<file path="src/rtl/irq_entry_pkg.sv">
package irq_entry_pkg;

    typedef enum logic [1:0] {
        ST_IDLE = 2'd0,
        ST_SAVE = 2'd1,
        ST_PREF = 2'd2,
        ST_DONE = 2'd3
    } ent_state_e;

    localparam int unsigned FULL_WORDS  = 3;
    localparam int unsigned SHORT_WORDS = 2;

endpackage

</file>
<file path="src/rtl/irq_entry_pend.sv">
module irq_entry_pend (
    input  logic clk,
    input  logic rst_n,
    input  logic irq_req,
    input  logic instr_done,
    input  logic can_accept,
    output logic accept,
    output logic pending
);
    logic pend_d, pend_q;

    always_comb begin
        accept = (irq_req | pend_q) & instr_done & can_accept;
        pend_d = (pend_q | irq_req) & ~accept;
    end

    always_ff @(posedge clk) begin
        if (!rst_n) pend_q <= 1'b0;
        else        pend_q <= pend_d;
    end

    assign pending = pend_q;
endmodule

</file>
<file path="src/rtl/irq_entry_frame.sv">
module irq_entry_frame #(
    parameter int unsigned PC_W = 24,
    parameter int unsigned DW   = 16
) (
    input  logic [PC_W-1:0] pc,
    input  logic [DW-1:0]   psw,
    input  logic            pg0,
    input  logic [1:0]      idx,
    output logic [DW-1:0]   word,
    output logic [1:0]      nwords
);
    logic [DW-1:0] hi_word;

    generate
        if (PC_W < 2 * DW) begin : g_pad
            assign hi_word = {{(2*DW-PC_W){1'b0}}, pc[PC_W-1:DW]};
        end else begin : g_full
            assign hi_word = pc[2*DW-1:DW];
        end
    endgenerate

    always_comb begin
        nwords = pg0 ? 2'(irq_entry_pkg::SHORT_WORDS) : 2'(irq_entry_pkg::FULL_WORDS);
        word   = psw;
        case (idx)
            2'd0:    word = pc[DW-1:0];
            2'd1:    word = pg0 ? psw : hi_word;
            default: word = psw;
        endcase
    end
endmodule

</file>
<file path="src/rtl/irq_entry_slot.sv">
module irq_entry_slot #(
    parameter int unsigned SAVE_BASE = 11,
    parameter int unsigned WORD_CYC  = 4,
    parameter int unsigned CW        = 5
) (
    input  logic [CW-1:0] cnt,
    input  logic [1:0]    widx,
    input  logic [1:0]    nwords,
    output logic          write_slot,
    output logic          save_last
);
    localparam logic [CW-1:0] WC = CW'(WORD_CYC);
    localparam logic [CW-1:0] SB = CW'(SAVE_BASE);

    logic [CW-1:0] slot_at;
    logic [CW-1:0] save_len;

    always_comb begin
        slot_at    = {{(CW-2){1'b0}}, widx} * WC;
        save_len   = SB + {{(CW-2){1'b0}}, nwords} * WC;
        write_slot = (widx < nwords) && (cnt == slot_at);
        save_last  = (cnt == save_len - CW'(1));
    end
endmodule

</file>
<file path="src/rtl/irq_entry_seq.sv">
module irq_entry_seq #(
    parameter int unsigned PC_W      = 24,
    parameter int unsigned DW        = 16,
    parameter int unsigned AW        = 16,
    parameter int unsigned SAVE_BASE = 11,
    parameter int unsigned WORD_CYC  = 4,
    parameter int unsigned PF_CYC    = 3
) (
    input  logic            clk,
    input  logic            rst_n,
    input  logic            irq_req,
    input  logic            instr_done,
    input  logic            page0,
    input  logic [PC_W-1:0] cur_pc,
    input  logic [DW-1:0]   cur_psw,
    input  logic [AW-1:0]   cur_sp,
    input  logic [PC_W-1:0] vec_addr,
    output logic            busy,
    output logic            done,
    output logic            mem_we,
    output logic [AW-1:0]   mem_addr,
    output logic [DW-1:0]   mem_wdata,
    output logic            fetch_req,
    output logic [PC_W-1:0] fetch_addr,
    output logic [AW-1:0]   sp_new,
    output logic [PC_W-1:0] pc_new
);
    import irq_entry_pkg::*;

    localparam int unsigned MAX_RUN = SAVE_BASE + FULL_WORDS * WORD_CYC + PF_CYC;
    localparam int unsigned CW      = $clog2(MAX_RUN + 1);
    localparam logic [CW-1:0] PF_LAST = CW'(PF_CYC - 1);
    localparam logic [AW-1:0] STEP    = AW'(2);

    typedef struct packed {
        ent_state_e      st;
        logic [CW-1:0]   cnt;
        logic [1:0]      widx;
        logic            pg;
        logic [AW-1:0]   sp;
        logic [PC_W-1:0] pc;
        logic [DW-1:0]   psw;
        logic [PC_W-1:0] vec;
        logic [PC_W-1:0] pcn;
    } seq_regs_t;

    seq_regs_t r_d, r_q;

    logic          can_accept, accept, pending;
    logic [DW-1:0] frame_word;
    logic [1:0]    nwords;
    logic          write_slot, save_last;

    irq_entry_pend u_pend (
        .clk        (clk),
        .rst_n      (rst_n),
        .irq_req    (irq_req),
        .instr_done (instr_done),
        .can_accept (can_accept),
        .accept     (accept),
        .pending    (pending)
    );

    irq_entry_frame #(.PC_W(PC_W), .DW(DW)) u_frame (
        .pc     (r_q.pc),
        .psw    (r_q.psw),
        .pg0    (r_q.pg),
        .idx    (r_q.widx),
        .word   (frame_word),
        .nwords (nwords)
    );

    irq_entry_slot #(.SAVE_BASE(SAVE_BASE), .WORD_CYC(WORD_CYC), .CW(CW)) u_slot (
        .cnt        (r_q.cnt),
        .widx       (r_q.widx),
        .nwords     (nwords),
        .write_slot (write_slot),
        .save_last  (save_last)
    );

    assign can_accept = (r_q.st == ST_IDLE) || (r_q.st == ST_DONE);

    always_comb begin
        r_d = r_q;
        case (r_q.st)
            ST_SAVE: begin
                if (write_slot) begin
                    r_d.sp   = r_q.sp - STEP;
                    r_d.widx = r_q.widx + 2'd1;
                end
                if (save_last) begin
                    r_d.st  = ST_PREF;
                    r_d.cnt = '0;
                    r_d.vec = vec_addr;
                end else begin
                    r_d.cnt = r_q.cnt + CW'(1);
                end
            end
            ST_PREF: begin
                if (r_q.cnt == PF_LAST) begin
                    r_d.st  = ST_DONE;
                    r_d.cnt = '0;
                    r_d.pcn = r_q.vec;
                end else begin
                    r_d.cnt = r_q.cnt + CW'(1);
                end
            end
            ST_DONE: r_d.st = ST_IDLE;
            default: r_d.st = ST_IDLE;
        endcase
        if (accept) begin
            r_d.st   = ST_SAVE;
            r_d.cnt  = '0;
            r_d.widx = 2'd0;
            r_d.pg   = page0;
            r_d.sp   = cur_sp;
            r_d.pc   = cur_pc;
            r_d.psw  = cur_psw;
        end
    end

    always_ff @(posedge clk) begin
        if (!rst_n) begin
            r_q.st   <= ST_IDLE;
            r_q.cnt  <= '0;
            r_q.widx <= 2'd0;
            r_q.pg   <= 1'b0;
            r_q.sp   <= '0;
            r_q.pc   <= '0;
            r_q.psw  <= '0;
            r_q.vec  <= '0;
            r_q.pcn  <= '0;
        end else begin
            r_q <= r_d;
        end
    end

    always_comb begin
        busy       = (r_q.st == ST_SAVE) || (r_q.st == ST_PREF);
        done       = (r_q.st == ST_DONE);
        mem_we     = (r_q.st == ST_SAVE) && write_slot;
        mem_addr   = r_q.sp - STEP;
        mem_wdata  = frame_word;
        fetch_req  = (r_q.st == ST_PREF);
        fetch_addr = r_q.vec + {{(PC_W-CW-1){1'b0}}, r_q.cnt, 1'b0};
        sp_new     = r_q.sp;
        pc_new     = r_q.pcn;
    end
endmodule

</file>
<file path="config.mk">
export PLATFORM = sky130hd
export DESIGN_NAME = irq_entry_seq
export DESIGN_NICKNAME = d
export VERILOG_FILES = /design/src/rtl/irq_entry_pkg.sv /design/src/rtl/irq_entry_pend.sv /design/src/rtl/irq_entry_frame.sv /design/src/rtl/irq_entry_slot.sv /design/src/rtl/irq_entry_seq.sv
export SDC_FILE = /design/constraint.sdc
export NUM_CORES = 1
export LEC_CHECK = 0
export BUFFER_PORTS_ARGS = -buffer_cell sky130_fd_sc_hd__buf_4
export CAP_MARGIN = 20
export CORE_ASPECT_RATIO = 0.75
export CORE_MARGIN = 2
export CORE_UTILIZATION = 25
export CTS_CLUSTER_SIZE = 40
export DETAILED_ROUTE_END_ITERATION = 16
export SYNTH_ARGS = -nofsm -noshare
export SYNTH_HDL_FRONTEND = slang
export SYNTH_HIERARCHICAL = 1
export SYNTH_SLANG_ARGS = --single-unit
export TNS_END_PERCENT = 50
</file>
<file path="constraint.sdc">
create_clock -name clk -period 3.1 [get_ports clk]
set_input_delay 0.62 -clock clk [delete_from_list [all_inputs] [get_ports clk]]
set_output_delay 0.62 -clock clk [all_outputs]
set_load 0.05 [all_outputs]
</file>
Word-level counts from Yosys, hierarchy flattened
Index checks and enable logic that the tools add are counted.
{"block": "totals", "mem_count": 0, "mem_bits_ro": 0, "out_inout_bits": 100, "latch_bits": 0, "in_bits": 85, "wordCells": 65, "reg_bits": 115, "ram_bits": 0}
{"block": "op_classes", "n_shift": 0, "n_addsub": 6, "eq_ne": 11, "order_cmp": 1, "reduce_logical": 16, "div_mod_pow": 0, "n_mul": 0, "muxes": 14, "bitwise": 6}
{"cell": "$mux W65", "n": 1}
{"cell": "$mux W16", "n": 3}
{"cell": "$pmux W16 S2", "n": 1}
{"cell": "$add A24 B6 Y24", "n": 1}
{"cell": "$sub A16 B2 Y16 const B", "n": 1}
{"cell": "$reduce_and A2 Y1", "n": 6}
{"cell": "$mux W5", "n": 2}
{"cell": "$pmux W5 S2", "n": 1}
{"cell": "$mux W2", "n": 4}
{"cell": "$reduce_bool A2 Y1", "n": 3}
{"cell": "$add A4 B4 Y5 const A", "n": 1}
{"cell": "$add A5 B1 Y5 const B", "n": 1}
{"cell": "$eq A5 B2 Y1 const B", "n": 1}
{"cell": "$eq A5 B4 Y1", "n": 1}
{"cell": "$eq A5 B5 Y1", "n": 1}
{"cell": "$sub A5 B1 Y5 const B", "n": 1}
{"cell": "$eq A2 B1 Y1 const B", "n": 2}
{"cell": "$eq A2 B2 Y1 const B", "n": 2}
{"cell": "$logic_not A2 Y1", "n": 2}
{"cell": "$pmux W2 S2", "n": 1}
{"cell": "$and A1 B1 Y1", "n": 3}
{"cell": "$ne A3 B1 Y1 const B", "n": 1}
{"cell": "$ne A3 B3 Y1 const B", "n": 1}
{"cell": "$add A2 B1 Y2 const B", "n": 1}
{"cell": "other kinds (9)", "n": 12}

Logic depth before layout (Yosys ltp)
{"block": "depth", "ltp_word": 7, "mapped_depth": 11, "ltp_nobuf": 9}

Modules after synthesis
The synthesis kept the hierarchy.
{"mod": "irq_entry_seq", "seq_area_each_um2": 2282.2, "cells_per_inst": 639, "n_inst": 1, "area_per_inst_um2": 5674.2}
{"mod": "irq_entry_frame", "seq_area_each_um2": 0.0, "cells_per_inst": 44, "n_inst": 1, "area_per_inst_um2": 284.0}
{"mod": "irq_entry_slot", "seq_area_each_um2": 0.0, "cells_per_inst": 13, "n_inst": 1, "area_per_inst_um2": 100.1}
{"mod": "irq_entry_pend", "seq_area_each_um2": 20.0, "cells_per_inst": 5, "n_inst": 1, "area_per_inst_um2": 40.0}

Worst setup path before layout
Ideal clock, no wire load.
{"block": "synth_path", "kind": "register to output", "start": "register r_q, in the netlist sp_new[1]", "end": "output port mem_addr[15]", "stages_incl_launch_ff": 7, "n_path_buf": 0, "required_time_ns": 2.480, "arrival_ns": 2.438, "slack_ns": 0.042, "cell_sequence": "dfxtp_1 > inv_1 > ha_1 > nor3b_4 > nand2_1 > nor4_1 > xor2_1"}
{"block": "synth_via", "elab_chain_len": 1}
{"item": "from (decl)", "line": "irq_entry_seq.sv:47", "rtl": "seq_regs_t r_d, r_q;"}
{"item": "from (signal assigned)", "line": "irq_entry_seq.sv:134", "rtl": "r_q <= r_d;"}
{"item": "$sub A16 B2 Y16", "line": "irq_entry_seq.sv:142", "rtl": "mem_addr = r_q.sp - STEP;"}
{"item": "to (decl)", "line": "irq_entry_seq.sv:21", "rtl": "output logic [AW-1:0] mem_addr,"}
Every way passes these cells.

Worst setup path in the final report
{"block": "layout_path", "start": "register, netlist name r_q[107]", "end": "output port fetch_addr[21]"}
{"block": "layout_via", "elab_chain_len": 1}
{"item": "$add A24 B6 Y24", "line": "irq_entry_seq.sv:145", "rtl": "fetch_addr = r_q.vec + {{(PC_W-CW-1){1'b0}}, r_q.cnt, 1'b0};"}
{"item": "to (decl)", "line": "irq_entry_seq.sv:24", "rtl": "output logic [PC_W-1:0] fetch_addr,"}
Every way passes these cells.

==> results.cfg <==
[flow_run]
maxCapViolations = 0

[timing]
fmax_mhz = 334.1
layout_min_cycle_time_ns = 2.993
rsz0062_at_grt = true
setup_viol = 0
relSlewSlack_pct = 58.05
fin_setup_tns_ns = 0
tightestPinTransition_ns = 0.6245
final.period_utilization_pct = 96.55
skew_ns = 0.008383
hold_violations = 0
slew_violations = 0

[clock_network]
ctsLongestPathBuffers = 2
h-tree-depth = 4
tritoncts = built
worstSkewPairLatency_ns = 0.41
cts.sinks = 115
hold_buffers = 0
clockRootBuffer = clkbuf_16
cts_buffers = 17
clkSlewWorstSetupHoldPaths_ns = 0.06

[synthesis]
synth_area_mm2 = 0.006098
synthArstFlopShare_pct = 0
syn_nets = 799
synthFlopType = dfxtp_1
synth_edf_count = 0
synth_top_cell_area_share_pct = 37.75
synth-seq-area-share_pct = 37.75
synth_warnings = 6
yosysTopAreaCell = dfxtp_1
ys_top_cells_by_count = nand2_1 (119), dfxtp_1 (115), mux2i_1 (44), nor2b_1 (44), buf_4 (43)
avgSynthCellArea_um2 = 8.699
synth_most_common_cell = nand2_1
ys_seq_elements = 115
ys_top_cells_by_area = dfxtp_1 (38%), nand2_1 (7.3%), mux2i_1 (7.2%)
synthDistinctLibCells = 53
netlist_instances = 701

[power_and_ir_drop]
peakVddDrop_v = 0.0003040
power_uw = 4850
power.leakage_uw = 0.003354
power.density_mw_per_mm2 = 594.4

[setup_path]
critPathKind = reg2out
crit_chain = ha_1, fa_2, a211oi_2, o21bai_4, nor4b_2, xor2_1, buf_4
max_stage_delay_ns = 0.38
cp.arrival_ns = 2.37
cpMaxStageDelayCell = fa_2
ff2ff_path_depth = 8
required_ns = 2.48
ff2ff_setup_slack_ns = 0.68
cp_max_fo = 9
worstSetupStartpointType = flop
r2r_start = r_q[106]$_SDFFE_PP0P_
path_buf_inv = 1
crit_path_end_kind = primary output
rr_endpoint = sp_new[10]$_SDFFE_PN0P_
cp_top_family = adder cells

[finish]
syn2layout_area_growth_pct = 33.79
seq_area_mm2 = 0.002311
final_nets = 933
drive_above_1_share_pct = 29.83
antenna_cells = 0
fillCellCount = 2510
multiInputGateArea_mm2 = 0.003282

[placement]
gp_congestion = 0.8503
port_buffers = 184
hpwl_um = 13000

[run_status]
status = finished clean

[floorplanning]
dieWidth_um = 184.3
core-area_mm2 = 0.02397
die_area_mm2 = 0.02567
io_pins = 185
die_h_um = 139.3
start_util_pct = 25.44
rows = 49

[global_route]
antenna_found_initial = 1
grt_usage_pct = 13.71
grt_max_degree = 56
grt_pass1_wl_um = 27440
grt_pass1_vias = 4921
grt-ovfl-total = 0

[route]
viasPerCell = 4.350
wire_per_inst_um = 14.90
met1_length_um = 8760
drtIter0Drc = 241
dr_wl_met2_um = 7452
num_vias = 5129
wl_um = 17570
dr.pass1.iters = 4
met3_length_um = 1077
drc = 0
postRouteAntennaNets = 0
dr.max_layer_used = met5

[min_path]
whs_path_depth = 2
min-delay-start = cur_sp[3]
min_path_type = in2reg
min_to = sp_new[3]$_SDFFE_PN0P_
[timing repair]
action | CTS | global route
pin swaps | 2 | 0
buffers inserted | 1 | 0
gates resized for setup | 4 | 9
setup endpoints to repair | 18 | 13
cloned | 0 | 0
[flip-flops by register name, indices dropped and copies added, names as in the netlist]
signal / flops
u_pend/pending: 1
pc_new: 24
sp_new: 16
r_q: 74
[stage by stage]
stage          hold slack (ns)  area [µm²]  setup WS [ns]  utilization [%]  instances
3_3_place_gp            0.4436        7513         0.2005            31.34       1146
3_5_place_dp            0.4487        7513         0.1490            31.34       1146
6_report                0.4436        8159         0.1070            34.04       1179
4_1_cts                 0.4185        8139        0.02419            33.95       1179
2_1_floorplan           0.4354        6098        0.04207                -        701
5_1_grt                 0.4279        8159       -0.01524            34.04       1179
[where the power goes]
part	total, µW	switching [µW]	internal, µW
clock	2000	792	1210
sequential	1630	81.9	1550
combinational	1220	783	436
total	4850	1660	3190
[routing by layer]
layer | vias up | GRT usage (%)
met3 | 16 | 4.266
li1 | 2615 | -
met4 | 2 | 4.716
met5 | - | 0
met2 | 119 | 19.81
met1 | 2377 | 19.17
[how the worst max path moves through the flow]
stage	startpoint	endpoint	slack, ns	depth (start not counted)
5_1_grt	r_q[107]$_SDFFE_PP0P_	fetch_addr[21]	-0.02	7
2_1_floorplan	sp_new[1]$_SDFFE_PN0P_	mem_addr[15]	0.04	6
3_5_place_dp	r_q[107]$_SDFFE_PP0P_	fetch_addr[21]	0.15	7
6_report	r_q[107]$_SDFFE_PP0P_	fetch_addr[21]	0.11	7
3_3_place_gp	r_q[107]$_SDFFE_PP0P_	fetch_addr[21]	0.20	7
4_1_cts	r_q[110]$_SDFFE_PP0P_	fetch_addr[20]	0.02	7
[cell families (layout without fill, tap and decap cells)]
group / after synthesis / count (layout) / synth area share [%]
simple gates: 256 / 256 / 21.75
compound gates: 129 / 129 / 14.40
flops: 115 / 115 / 37.75
buf+inv: 94 / 241 / 8.987
xor+xnor: 49 / 49 / 7.037
mux: 44 / 44 / 7.222
fa+ha+maj: 13 / 13 / 2.790
other cells: 1 / 1 / 0.06149
[cells in the final DEF, fill, tap and decap left out, types with 3 or more instances in the layout]
cell       synthesis  layout
mux2i_1           44      44
dfxtp_2            0       4
or4_1              4       4
o22ai_1           16      16
nor2b_1           44      44
xnor2_1           19      19
nor2_1            22      21
a21boi_0          29      29
xor2_1            30      30
clkbuf_16          0      17
a31oi_1            6       6
a21oi_1           19      19
and2_1             8       7
and3_1             5       5
dfxtp_1          115     110
ha_1              12      12
a21boi_1          20      20
o21ai_0           19      19
nor4b_2            3       3
nand2_1          119     119
buf_4             43     194
a22o_1             8       8
nand4_1            8       8
nand3_1           11      11
nor4_1             3       3
inv_1             10      10
inv_6              0       5
o31ai_1            4       4
clkinv_4           0       4
nor3_1             7       7
or3_1              5       5
[layout make-up]
cell class	instances	share of cell area (%)
Timing Repair Buffer	197	18.48
Clock inverter	15	2.132
Tap cell	331	5.076
Sequential cell	115	28.32
Clock buffer	17	5.214
Multi-Input combinational cell	492	40.22
Inverter	12	0.5521
(Power assumes the default switching activity.)
